--- src/rtl/sfe_pkg.sv ---
package sfe_pkg;
    localparam int LANES = 4;              // bytes per register word
    localparam int WORD_W = 8 * LANES;

    localparam logic [2:0] A_MODE  = 3'd0;
    localparam logic [2:0] A_EVENT = 3'd1;
    localparam logic [2:0] A_MASK  = 3'd2;
    localparam logic [2:0] A_TXD   = 3'd3;
    localparam logic [2:0] A_RXD   = 3'd4;

    localparam int THR_W = 6;

    // sticky index inside the 4-bit sticky vector (event bits 7:4)
    localparam int S_RX_OVF = 0;  // event bit 4
    localparam int S_TX_UNF = 1;  // event bit 5
    localparam int S_TX_OVF = 2;  // event bit 6
    localparam int S_RX_UNF = 3;  // event bit 7

    typedef struct packed {
        logic [THR_W-1:0] tx_thr;
        logic [THR_W-1:0] rx_thr;
    } mode_t;
endpackage

--- src/rtl/sfe_byte_fifo.sv ---
module sfe_byte_fifo #(
    parameter int DEPTH = 32,
    parameter int LANES = 4,
    parameter int CNT_W = $clog2(DEPTH) + 1,
    parameter int N_W   = $clog2(LANES) + 1
) (
    input  logic               clk,
    input  logic               rst_n,
    input  logic [N_W-1:0]     push_n,
    input  logic [8*LANES-1:0] push_data,
    input  logic [N_W-1:0]     pop_n,
    output logic               push_ok,
    output logic               pop_ok,
    output logic [8*LANES-1:0] head_data,
    output logic [CNT_W-1:0]   count
);
    localparam int PTR_W = $clog2(DEPTH);
    localparam int SUM_W = CNT_W + 1;

    typedef struct packed {
        logic [DEPTH-1:0][7:0] mem;
        logic [PTR_W-1:0]      wptr;
        logic [PTR_W-1:0]      rptr;
        logic [CNT_W-1:0]      cnt;
    } fifo_state_t;

    fifo_state_t s_d, s_q;

    always_comb begin
        s_d     = s_q;
        push_ok = (SUM_W'(s_q.cnt) + SUM_W'(push_n)) <= SUM_W'(DEPTH);
        pop_ok  = SUM_W'(s_q.cnt) >= SUM_W'(pop_n);
        if (push_ok) begin
            for (int i = 0; i < LANES; i++) begin
                if (i < int'(push_n)) begin
                    s_d.mem[s_q.wptr + PTR_W'(i)] = push_data[8*(LANES-1-i) +: 8];
                end
            end
            s_d.wptr = s_q.wptr + PTR_W'(push_n);
        end
        if (pop_ok) begin
            s_d.rptr = s_q.rptr + PTR_W'(pop_n);
        end
        s_d.cnt = s_q.cnt + (push_ok ? CNT_W'(push_n) : '0)
                          - (pop_ok  ? CNT_W'(pop_n)  : '0);
    end

    always_ff @(posedge clk) begin
        if (!rst_n) s_q <= '0;
        else        s_q <= s_d;
    end

    for (genvar g = 0; g < LANES; g++) begin : g_head
        assign head_data[8*(LANES-1-g) +: 8] = s_q.mem[s_q.rptr + PTR_W'(g)];
    end

    assign count = s_q.cnt;

    // the fill count never exceeds the storage
    a_r8_no_overrun: assert property (@(posedge clk) disable iff (!rst_n)
        s_q.cnt <= CNT_W'(DEPTH));

    // a refused push with no pop leaves the count alone
    a_r8_refused_push_holds: assert property (@(posedge clk) disable iff (!rst_n)
        (push_n != '0 && !push_ok && pop_n == '0) |=> $stable(s_q.cnt));

    // a refused pop with no push leaves the count alone
    a_r9_refused_pop_holds: assert property (@(posedge clk) disable iff (!rst_n)
        (pop_n != '0 && !pop_ok && push_n == '0) |=> $stable(s_q.cnt));
endmodule

--- src/rtl/sfe_evt_unit.sv ---
module sfe_evt_unit #(
    parameter int DEPTH = 32,
    parameter int LANES = 4,
    parameter int CNT_W = $clog2(DEPTH) + 1,
    parameter int THR_W = 6
) (
    input  logic             clk,
    input  logic             rst_n,
    input  logic [CNT_W-1:0] tx_cnt,
    input  logic [CNT_W-1:0] rx_cnt,
    input  logic [THR_W-1:0] tx_thr,
    input  logic [THR_W-1:0] rx_thr,
    input  logic [3:0]       sticky_set,
    input  logic             clr_wr,
    input  logic [3:0]       clr_bits,
    input  logic             mask_wr,
    input  logic [9:0]       mask_wdata,
    output logic [31:0]      event_word,
    output logic [31:0]      mask_word,
    output logic             irq
);
    typedef struct packed {
        logic [3:0] sticky;
        logic [9:0] mask;
    } evt_state_t;

    evt_state_t s_d, s_q;
    logic rx_ne, tx_room, tx_low, rx_high;

    always_comb begin
        s_d        = s_q;
        s_d.sticky = (s_q.sticky & ~(clr_wr ? clr_bits : 4'b0)) | sticky_set;
        if (mask_wr) s_d.mask = mask_wdata;

        rx_ne   = rx_cnt != '0;
        tx_room = tx_cnt <= CNT_W'(DEPTH - LANES);
        tx_low  = 8'(tx_cnt) <= 8'(tx_thr);
        rx_high = 8'(rx_cnt) >  8'(rx_thr);

        event_word        = '0;
        event_word[29:24] = 6'(rx_cnt);
        event_word[21:16] = 6'(tx_cnt);
        event_word[9]     = rx_ne;
        event_word[8]     = tx_room;
        event_word[7:4]   = s_q.sticky;
        event_word[1]     = tx_low;
        event_word[0]     = rx_high;

        mask_word       = '0;
        mask_word[9:0]  = s_q.mask;
        irq             = |(event_word[9:0] & s_q.mask);
    end

    always_ff @(posedge clk) begin
        if (!rst_n) s_q <= '0;
        else        s_q <= s_d;
    end

    // sticky bits hold when nothing sets or clears them
    a_r10_sticky_hold: assert property (@(posedge clk) disable iff (!rst_n)
        (!clr_wr && sticky_set == 4'b0) |=> $stable(s_q.sticky));

    // a raised sticky bit is set after the edge whatever the clear did
    a_r12_set_wins: assert property (@(posedge clk) disable iff (!rst_n)
        (sticky_set != 4'b0) |=> ((s_q.sticky & $past(sticky_set)) == $past(sticky_set)));

    // an all-zero mask keeps the line low
    a_r11_masked_quiet: assert property (@(posedge clk) disable iff (!rst_n)
        (s_q.mask == 10'b0) |-> !irq);
endmodule

--- src/rtl/spi_fifo_evt.sv ---
module spi_fifo_evt
    import sfe_pkg::*;
#(
    parameter int DEPTH = 32
) (
    input  logic        clk,
    input  logic        rst_n,
    input  logic        reg_wr,
    input  logic        reg_rd,
    input  logic        reg_byte,
    input  logic [2:0]  reg_addr,
    input  logic [31:0] reg_wdata,
    output logic [31:0] reg_rdata,
    input  logic        eng_tx_pop,
    output logic        eng_tx_valid,
    output logic [7:0]  eng_tx_byte,
    input  logic        eng_rx_push,
    input  logic [7:0]  eng_rx_byte,
    output logic        irq
);
    localparam int CNT_W = $clog2(DEPTH) + 1;
    localparam int N_W   = $clog2(LANES) + 1;

    mode_t mode_d, mode_q;

    logic wr_mode, wr_evt, wr_mask, wr_tx, rd_rx;
    logic [N_W-1:0] tx_push_n, tx_pop_n, rx_push_n, rx_pop_n;
    logic tx_push_ok, tx_pop_ok, rx_push_ok, rx_pop_ok;
    logic [WORD_W-1:0] tx_head, rx_head, rx_push_word;
    logic [CNT_W-1:0] tx_cnt, rx_cnt;
    logic [3:0]  sticky_set;
    logic [31:0] event_word, mask_word;

    always_comb begin
        wr_mode = reg_wr && reg_addr == A_MODE;
        wr_evt  = reg_wr && reg_addr == A_EVENT;
        wr_mask = reg_wr && reg_addr == A_MASK;
        wr_tx   = reg_wr && reg_addr == A_TXD;
        rd_rx   = reg_rd && reg_addr == A_RXD;

        tx_push_n    = wr_tx ? N_W'(LANES) : '0;
        tx_pop_n     = eng_tx_pop ? N_W'(1) : '0;
        rx_push_n    = eng_rx_push ? N_W'(1) : '0;
        rx_push_word = {eng_rx_byte, {(WORD_W-8){1'b0}}};
        rx_pop_n     = rd_rx ? (reg_byte ? N_W'(1) : N_W'(LANES)) : '0;

        sticky_set           = '0;
        sticky_set[S_RX_OVF] = eng_rx_push && !rx_push_ok;
        sticky_set[S_TX_UNF] = eng_tx_pop  && !tx_pop_ok;
        sticky_set[S_TX_OVF] = wr_tx       && !tx_push_ok;
        sticky_set[S_RX_UNF] = rd_rx       && !rx_pop_ok;

        mode_d = mode_q;
        if (wr_mode) begin
            mode_d.tx_thr = reg_wdata[8 +: THR_W];
            mode_d.rx_thr = reg_wdata[0 +: THR_W];
        end

        reg_rdata = '0;
        if (reg_rd) begin
            unique case (reg_addr)
                A_MODE: begin
                    reg_rdata[8 +: THR_W] = mode_q.tx_thr;
                    reg_rdata[0 +: THR_W] = mode_q.rx_thr;
                end
                A_EVENT: reg_rdata = event_word;
                A_MASK:  reg_rdata = mask_word;
                A_RXD: begin
                    if (rx_pop_ok) begin
                        if (reg_byte) reg_rdata[7:0] = rx_head[WORD_W-1 -: 8];
                        else          reg_rdata      = rx_head;
                    end
                end
                default: reg_rdata = '0;
            endcase
        end
    end

    always_ff @(posedge clk) begin
        if (!rst_n) mode_q <= '{tx_thr: THR_W'(4), rx_thr: THR_W'(3)};
        else        mode_q <= mode_d;
    end

    sfe_byte_fifo #(.DEPTH(DEPTH), .LANES(LANES), .CNT_W(CNT_W), .N_W(N_W)) u_txq (
        .clk(clk), .rst_n(rst_n),
        .push_n(tx_push_n), .push_data(reg_wdata), .pop_n(tx_pop_n),
        .push_ok(tx_push_ok), .pop_ok(tx_pop_ok),
        .head_data(tx_head), .count(tx_cnt)
    );

    sfe_byte_fifo #(.DEPTH(DEPTH), .LANES(LANES), .CNT_W(CNT_W), .N_W(N_W)) u_rxq (
        .clk(clk), .rst_n(rst_n),
        .push_n(rx_push_n), .push_data(rx_push_word), .pop_n(rx_pop_n),
        .push_ok(rx_push_ok), .pop_ok(rx_pop_ok),
        .head_data(rx_head), .count(rx_cnt)
    );

    sfe_evt_unit #(.DEPTH(DEPTH), .LANES(LANES), .CNT_W(CNT_W), .THR_W(THR_W)) u_evt (
        .clk(clk), .rst_n(rst_n),
        .tx_cnt(tx_cnt), .rx_cnt(rx_cnt),
        .tx_thr(mode_q.tx_thr), .rx_thr(mode_q.rx_thr),
        .sticky_set(sticky_set),
        .clr_wr(wr_evt), .clr_bits(reg_wdata[7:4]),
        .mask_wr(wr_mask), .mask_wdata(reg_wdata[9:0]),
        .event_word(event_word), .mask_word(mask_word), .irq(irq)
    );

    assign eng_tx_valid = tx_cnt != '0;
    assign eng_tx_byte  = tx_head[WORD_W-1 -: 8];

    // an accepted word with no engine pop grows the transmit count by four
    a_r2_word_push_grows: assert property (@(posedge clk) disable iff (!rst_n)
        (wr_tx && tx_push_ok && !eng_tx_pop) |=> (tx_cnt == $past(tx_cnt) + CNT_W'(LANES)));

    // an accepted word read with no engine push shrinks the receive count by four
    a_r3_word_pop_shrinks: assert property (@(posedge clk) disable iff (!rst_n)
        (rd_rx && !reg_byte && rx_pop_ok && !eng_rx_push) |=> (rx_cnt == $past(rx_cnt) - CNT_W'(LANES)));
endmodule

--- config.mk ---
export PLATFORM = sky130hd
export DESIGN_NAME = spi_fifo_evt
export DESIGN_NICKNAME = d
export VERILOG_FILES = /design/src/rtl/sfe_pkg.sv /design/src/rtl/sfe_byte_fifo.sv /design/src/rtl/sfe_evt_unit.sv /design/src/rtl/spi_fifo_evt.sv
export SDC_FILE = /design/constraint.sdc
export NUM_CORES = 2
export LEC_CHECK = 0
export ABC_AREA = 1
export ABC_CLOCK_PERIOD_IN_PS = 4150
export BUFFER_PORTS_ARGS = -buffer_cell sky130_fd_sc_hd__buf_4
export CORE_AREA = 4 4 253 441
export DETAILED_ROUTE_END_ITERATION = 7
export DIE_AREA = 0 0 257 445
export PLACE_DENSITY = 0.41
export SYNTH_ARGS = -nofsm -noshare
export SYNTH_HDL_FRONTEND = slang
export SYNTH_SLANG_ARGS = --single-unit
--- constraint.sdc ---
create_clock -name clk -period 4.15 [get_ports clk]
set_input_delay 0 -clock clk [delete_from_list [all_inputs] [get_ports clk]]
set_output_delay 0 -clock clk [all_outputs]
set_load 0.02 [all_outputs]
# Yosys cells after proc, flatten, opt, wreduce, memory -nomap -nowiden
# Index checks and enable logic that the tools add are counted.
word_totals:
  reg_bits: 570
  wordCells: 231
classes:
  eq_ne: 4
  reduce_logical: 25
  order_cmp: 36
  n_addsub: 19
  n_mux: 63
  n_bitwise: 10
ops:
  columns: ["op", "n"]
  rows:
  - ["two-way mux 256 bit", 14]
  - ["bitwise mux 256 bit", 5]
  - ["AND 256 bit", 3]
  - ["NOT 256 bit", 3]
  - ["demux 8 bit (select 5 bit)", 8]
  - ["binary-select mux 8 bit (select 5 bit)", 5]
  - ["two-way mux 8 bit", 14]
  - ["less-than comparator 5 x 6 -> 1 bit, second input constant", 13]
  - ["two-way mux 32 bit", 2]
  - ["one-hot mux 6 bit (4 select lines)", 2]
  - [">= comparator 5 x 1 -> 1 bit, second input constant", 8]
  - ["one-hot mux 18 bit (2 select lines)", 1]
  - ["adder 5 x 2 -> 5 bit, second input constant", 6]
  - ["two-way mux 24 bit", 1]
  - ["logical AND 1 bit", 17]
  - ["adder 5 x 1 -> 5 bit, second input constant", 3]
  - ["two-way mux 3 bit", 5]
  - ["less-or-equal comparator 7 x 6 -> 1 bit, second input constant", 2]
  - ["adder 6 bit", 2]
  - ["nonzero test 6 bit", 2]
  - ["subtractor 6 bit", 2]
  - ["adder 5 x 1 -> 5 bit", 2]
  - ["adder 5 x 3 -> 5 bit", 2]
  - ["AND 10 bit", 1]
  - ["23 further kinds", 34]

# Longest topological paths before layout
logic_depth:
  ltp_word: 15
  depth_mapped: 23
  depth_no_buf: 22

# By module
# Synthesis repeated with hierarchy kept, for this count alone.
unflattened:
  cells_unflattened: 14137
  hier_area_um2: 71746.3
modules_own_cells:
  columns: ["module", "cells_each", "instances", "area_each_um2"]
  rows:
  - ["sfe_byte_fifo at u_txq", 6806, 1, 34468.1]
  - ["sfe_byte_fifo at u_rxq", 6793, 1, 34280.4]
  - ["spi_fifo_evt", 346, 1, 1664.1]
  - ["sfe_evt_unit", 192, 1, 1333.8]

# Least setup slack after synthesis
# No wires, ideal clock.
synth_path:
  path_type: "input to register"
  start: "in reg_addr[1]"
  end: "reg u_rxq.s_q, in the netlist u_rxq.count[5]"
  setup_slack_ns: 1.199
  arrival_time_ns: 2.831
  path_buffers: 1
  path_stages: 23
  path_cell_list: "nor2_1 -> nand2_1 -> inv_1 -> nand2_1 -> nor2_1 -> inv_1 -> ha_1 -> or2_2 -> a21boi_0 -> nand2_1 -> inv_1 -> nor2_1 -> inv_1 -> buf_4 -> ha_1 -> ha_1 -> inv_1 -> o21ai_0 -> nand2_1 -> nand2_1 -> a21oi_1 -> o21ai_0 -> a21oi_1"
synth_between:
  elab_chain_cells: 6
synth_lines:
  columns: ["element", "line", "rtl"]
  rows:
  - ["start: declaration", "spi_fifo_evt.sv:11", "input logic [2:0] reg_addr,"]
  - ["equality test 3 bit *", "spi_fifo_evt.sv:39", "rd_rx = reg_rd && reg_addr == A_RXD;"]
  - ["logical AND 1 bit *", "spi_fifo_evt.sv:39", null]
  - ["two-way mux 3 bit *", "spi_fifo_evt.sv:45", "rx_pop_n = rd_rx ? (reg_byte ? N_W'(1) : N_W'(LANES)) : '0;"]
  - [">= comparator 6 x 3 -> 1 bit", "sfe_byte_fifo.sv:32", "pop_ok = SUM_W'(s_q.cnt) >= SUM_W'(pop_n);"]
  - ["two-way mux 3 bit *", "sfe_byte_fifo.sv:45", "- (pop_ok ? CNT_W'(pop_n) : '0);"]
  - ["subtractor 6 bit *", "sfe_byte_fifo.sv:45", null]
  - ["end signal: assignment", "sfe_byte_fifo.sv:49", "if (!rst_n) s_q <= '0;"]
  - ["end signal: assignment", "sfe_byte_fifo.sv:50", "else s_q <= s_d;"]
  - ["end: declaration", "sfe_byte_fifo.sv:27", "fifo_state_t s_d, s_q;"]
# Mark *: on every way between the ends. The rest lies on a longest branch, timed or not.
# A chain may end at the register's enable or synchronous reset.

# Final worst setup path
layout_path:
  start: "reg u_rxq.s_q[7] (netlist name)"
  end: "out reg_rdata[0]"
layout_between:
  elab_chain_cells: 7
layout_lines:
  columns: ["element", "line", "rtl"]
  rows:
  - ["adder 5 x 2 -> 5 bit", "sfe_byte_fifo.sv:54", "assign head_data[8*(LANES-1-g) +: 8] = s_q.mem[s_q.rptr + PTR_W'(g)];"]
  - ["binary-select mux 8 bit (select 5 bit)", "sfe_byte_fifo.sv:54", null]
  - ["two-way mux 8 bit (not written as such)", "sfe_byte_fifo.sv:54", null]
  - ["two-way mux 8 bit *", "spi_fifo_evt.sv:70", "if (reg_byte) reg_rdata[7:0] = rx_head[WORD_W-1 -: 8];"]
  - ["two-way mux 32 bit *", "spi_fifo_evt.sv:69", "if (rx_pop_ok) begin"]
  - ["one-hot mux 6 bit (4 select lines) *", "spi_fifo_evt.sv:61", "unique case (reg_addr)"]
  - ["two-way mux 32 bit *", "spi_fifo_evt.sv:60", "if (reg_rd) begin"]
  - ["end: declaration", "spi_fifo_evt.sv:13", "output logic [31:0] reg_rdata,"]
# Mark *: on every way between the ends. The rest lies on a longest branch, timed or not. The select of a mux whose other input is x is not followed.

==> summary.md <==
| Metric | Value |
|---|---|
| Status | complete, no violations |
| CTS clk-pin slew, worst paths | 0.07 ns |
| Uppermost routed layer | met4 |
| Grt total ovfl | 0 |
| Cells after Synth | 5161 |
| Synth area leaders | dfxtp_1 (35%), nand2_1 (16%), nand3_1 (15%), a21oi_1 (9.4%), o21ai_0 (6.6%) |
| Wire per inst | 23.54 µm |
| #FFs+latches synth | 568 |
| DR WL met3 | 5.067 mm |
| Leak | 13.84 nW |
| Endpoints failing setup | 0 |
| Hold endpoint | u_rxq.s_q[9] |
| VDD IR max | 387.3 µV |
| Fin Setup TNS | 0 ns |
| Sink Count | 568 |
| Fin. Hold Viols | 0 |
| Fill count | 11950 |
| Area of the core | 0.1083 mm² |
| CTS-repair resized insts | 0 |
| Place WS | 0.7068 ns |
| Max H-tree Level | 2 |
| Post-Syn Area per Cell | 6.247 µm² |
| Maximum fanout along the worst path | 32 |
| Worst r2r src | u_rxq.count[4] |
| Die footprint | 0.1144 mm² |
| Vias in the first global route | 33410 |
| Max Freq | 248.9 MHz |
| Syn. warnings | 0 |
| Most common cell after layout, fill and taps aside | nand2_1 |
| Hold WC Path Type | input port to register |
| Worst path cell trace | inv_4, ha_4, inv_4, buf_4, nand3_1, nand2_1, nand2_1, nand3_1, nand2_1, nand2_1, nand3_1, nand3_1, a21oi_1, buf_4 |
| Mapped cell area | 0.03224 mm² |
| Worst Path Arrival | 4.02 ns |
| Post-layout min period | 4.018 ns |
| DRC errors left | 0 |
| Share of cells above drive strength 1 | 0.06548 |
| Worst-Skew Late Latency | 0.68 ns |
| Min-delay src | reg_byte |
| Worst Reg2Reg Path Length in Cells | 16 |
| RSZ-0062 raised after global routing | no |
| Final slew viol count | 0 |
| PwrDens | 514.0 mW/mm² |
| First-pass DRT Iterations | 8 |
| R2R setup slack | 0.99 ns |
| Main flop type after synthesis | dfxtp_1 |
| Worst Skew | 0.02858 ns |
| CTS root buffer | clkbuf_16 |
| Hold path depth | 8 |
| Nets | 5209 |
| CTS Buffer Depth | 3 |
| Top Ports | 92 |
| Commonest non-fill, non-tap cells in the layout | nand2_1 (1338), nand3_1 (951), a21oi_1 (604) |
| Worst-margin pin slew | 1.066 ns |
| Tot GR Track Use | 0.2616 |
| Synthesized Nets | 5265 |
| Sequential-to-total area share from yosys stat | 0.3527 |
| Via density | 5.299 |
| Initial antenna violation count | 6 |
| Path type of the worst setup path | register to output pin |
| Final period util | 0.9683 |
| Final GP Congestion | 0.9448 |
| Multi-input logic area | 0.01816 mm² |
| WL final | 155.5 mm |
| Asr flop ratio synth | 0 |
| Final WS setup | 0.1317 ns |
| Pin count of the biggest net entering global routing | 256 |
| R2r endpoint | u_rxq.count[5] |
| Post-synth top area share | 0.3527 |
| Slew HR | 0.2874 |
| Chip height | 445 µm |
| FP Rows | 160 |
| CTS tree | built |
| Met2 Wirelength | 81.69 mm |
| Crit start category | register |
| CP bufs+invs | 4 |
| Worst Path Required | 4.15 ns |
| Number of CTS-inserted buffers | 60 |
| Crit end category | output pin |
| Crit-path max cell delay | 0.56 ns |
| Area leader, netlist | dfxtp_1 |
| Initial DRC Count | 2887 |
| Post-synth EDFFs | 0 |
| Die X | 257 µm |
| First-pass GRT wire length | 226.1 mm |
| Initial Util | 0.2977 |
| Final ANT Viol Nets | 0 |
| DP Wirelength | 108.2 mm |
| Slowest stage cell, crit path | dfxtp_4 |
| Sum of routed wire segments on met1 | 56.24 mm |
| Max-cap viol count | 0 |
| Seq. cell area | 0.01138 mm² |
| Layout Area Growth over Synthesis | 14.45% |
| Cell family with most CP delay | simple AND/OR/NAND/NOR gates |
| Distinct cells, synth | 38 |
| DR vias | 35010 |
| Number of port buffers | 91 |
[flip-flops by register name (all words and copies together), names as in the netlist]
register	cells
mode_q	12
u_evt.event_word	4
u_evt.mask_word	10
u_rxq.count	6
u_rxq.s_q	266
u_txq.count	6
u_txq.s_q	264
[area by class of cell]
type / count / share of cell area
flip-flops and latches: 568 / 0.3085
repair buffers: 262 / 0.06277
clock inverters: 21 / 0.006036
well taps: 1458 / 0.04944
inverters: 323 / 0.03344
multi-input cells: 3890 / 0.4923
clock buffers: 83 / 0.04741
diodes: 1 / 0.00006782
[worst reg2reg max path, cell delays in order (launching register included)]
cell and delay [ns]:
dfxtp_1 0.42, inv_1 0.14, ha_1 0.22, a21boi_0 0.13, nand2_1 0.16, inv_1 0.17
nor2_1 0.35, inv_1 0.13, ha_1 0.30, ha_1 0.27, inv_1 0.06, o21ai_0 0.30
nand2_1 0.09, nand2_1 0.07, a21oi_1 0.07, o21ai_0 0.14, a21oi_1 0.05
[synth_stat cells (2+ instances only)]
| cell | instances |
|---|---|
| nand2_1 | 1338 |
| nand3_1 | 953 |
| a21oi_1 | 604 |
| dfxtp_1 | 568 |
| o21ai_0 | 427 |
| nor2_1 | 330 |
| inv_1 | 308 |
| clkbuf_1 | 267 |
| buf_2 | 78 |
| ha_1 | 52 |
| o21ai_1 | 47 |
| o211ai_1 | 43 |
| buf_1 | 30 |
| o22ai_1 | 29 |
| nand4_1 | 18 |
| inv_2 | 8 |
| clkinv_1 | 7 |
| nor3_1 | 7 |
| xor2_1 | 7 |
| o31ai_1 | 6 |
| buf_4 | 5 |
| a221oi_1 | 4 |
| o221ai_1 | 4 |
| fa_1 | 2 |
| nor2_2 | 2 |
| nor2_4 | 2 |
| o21ai_2 | 2 |
| or2_2 | 2 |
| xnor2_1 | 2 |
[worst max-delay path by stage]
stage,startpoint,cells after the start,end
floorplan,reg_addr[1],23,u_rxq.count[5]
global placement,reg_addr[0],22,u_rxq.count[4]
detailed placement,reg_addr[0],23,u_rxq.count[5]
CTS,u_rxq.s_q[7],9,reg_rdata[10]
global route,u_rxq.s_q[7],14,reg_rdata[0]
finish,u_rxq.s_q[7],14,reg_rdata[0]
[per-layer routing]
metal,vias to the layer above,global-route usage
met3,362,0.02325
met4,0,0.1712
met1,16480,0.2737
met5,-,0
li1,17150,-
met2,1008,0.4956
[kinds of logic (layout without fill, tap and decap cells)]
logic type | after synthesis | count (layout) | synth area share
AO/OA/AOI/OAI | 1169 | 1169 | 0.1878
XOR/XNOR | 9 | 9 | 0.002445
adder cells (fa/ha/maj) | 54 | 54 | 0.02142
buffers and inverters | 703 | 689 | 0.08546
flip-flops | 568 | 568 | 0.3527
other | 0 | 1 | 0
AND/OR/NAND/NOR | 2658 | 2658 | 0.3502
[power by group]
| part | leakage, nW | internal [mW] | switching (mW) | total (mW) |
|---|---|---|---|---|
| Clock | 0.983 | 3.17 | 2.48 | 5.64 |
| Combinational | 8.28 | 2.15 | 5.26 | 7.41 |
| Sequential | 4.59 | 5.64 | 0.272 | 5.91 |
[timing repair]
action,4_1_cts,5_1_grt
endpoints found under the hold margin,549,0
hold buffers,57,0
setup buffers,0,0
[metrics by stage]
step	hold slack [ns]	total power, mW	std cells	utilization	area (µm²)
after detailed placement	0.3310	13.38	6444	0.3172	34350
after CTS	0.1052	19.16	6605	0.3406	36890
final	0.1421	18.96	6606	0.3407	36900
after global placement	0.3225	13.40	6444	0.3172	34350
after floorplan	0.1349	10.27	5161	-	32240
after global routing	0.2056	19.92	6606	0.3407	36900
(Power assumes the default switching activity.)
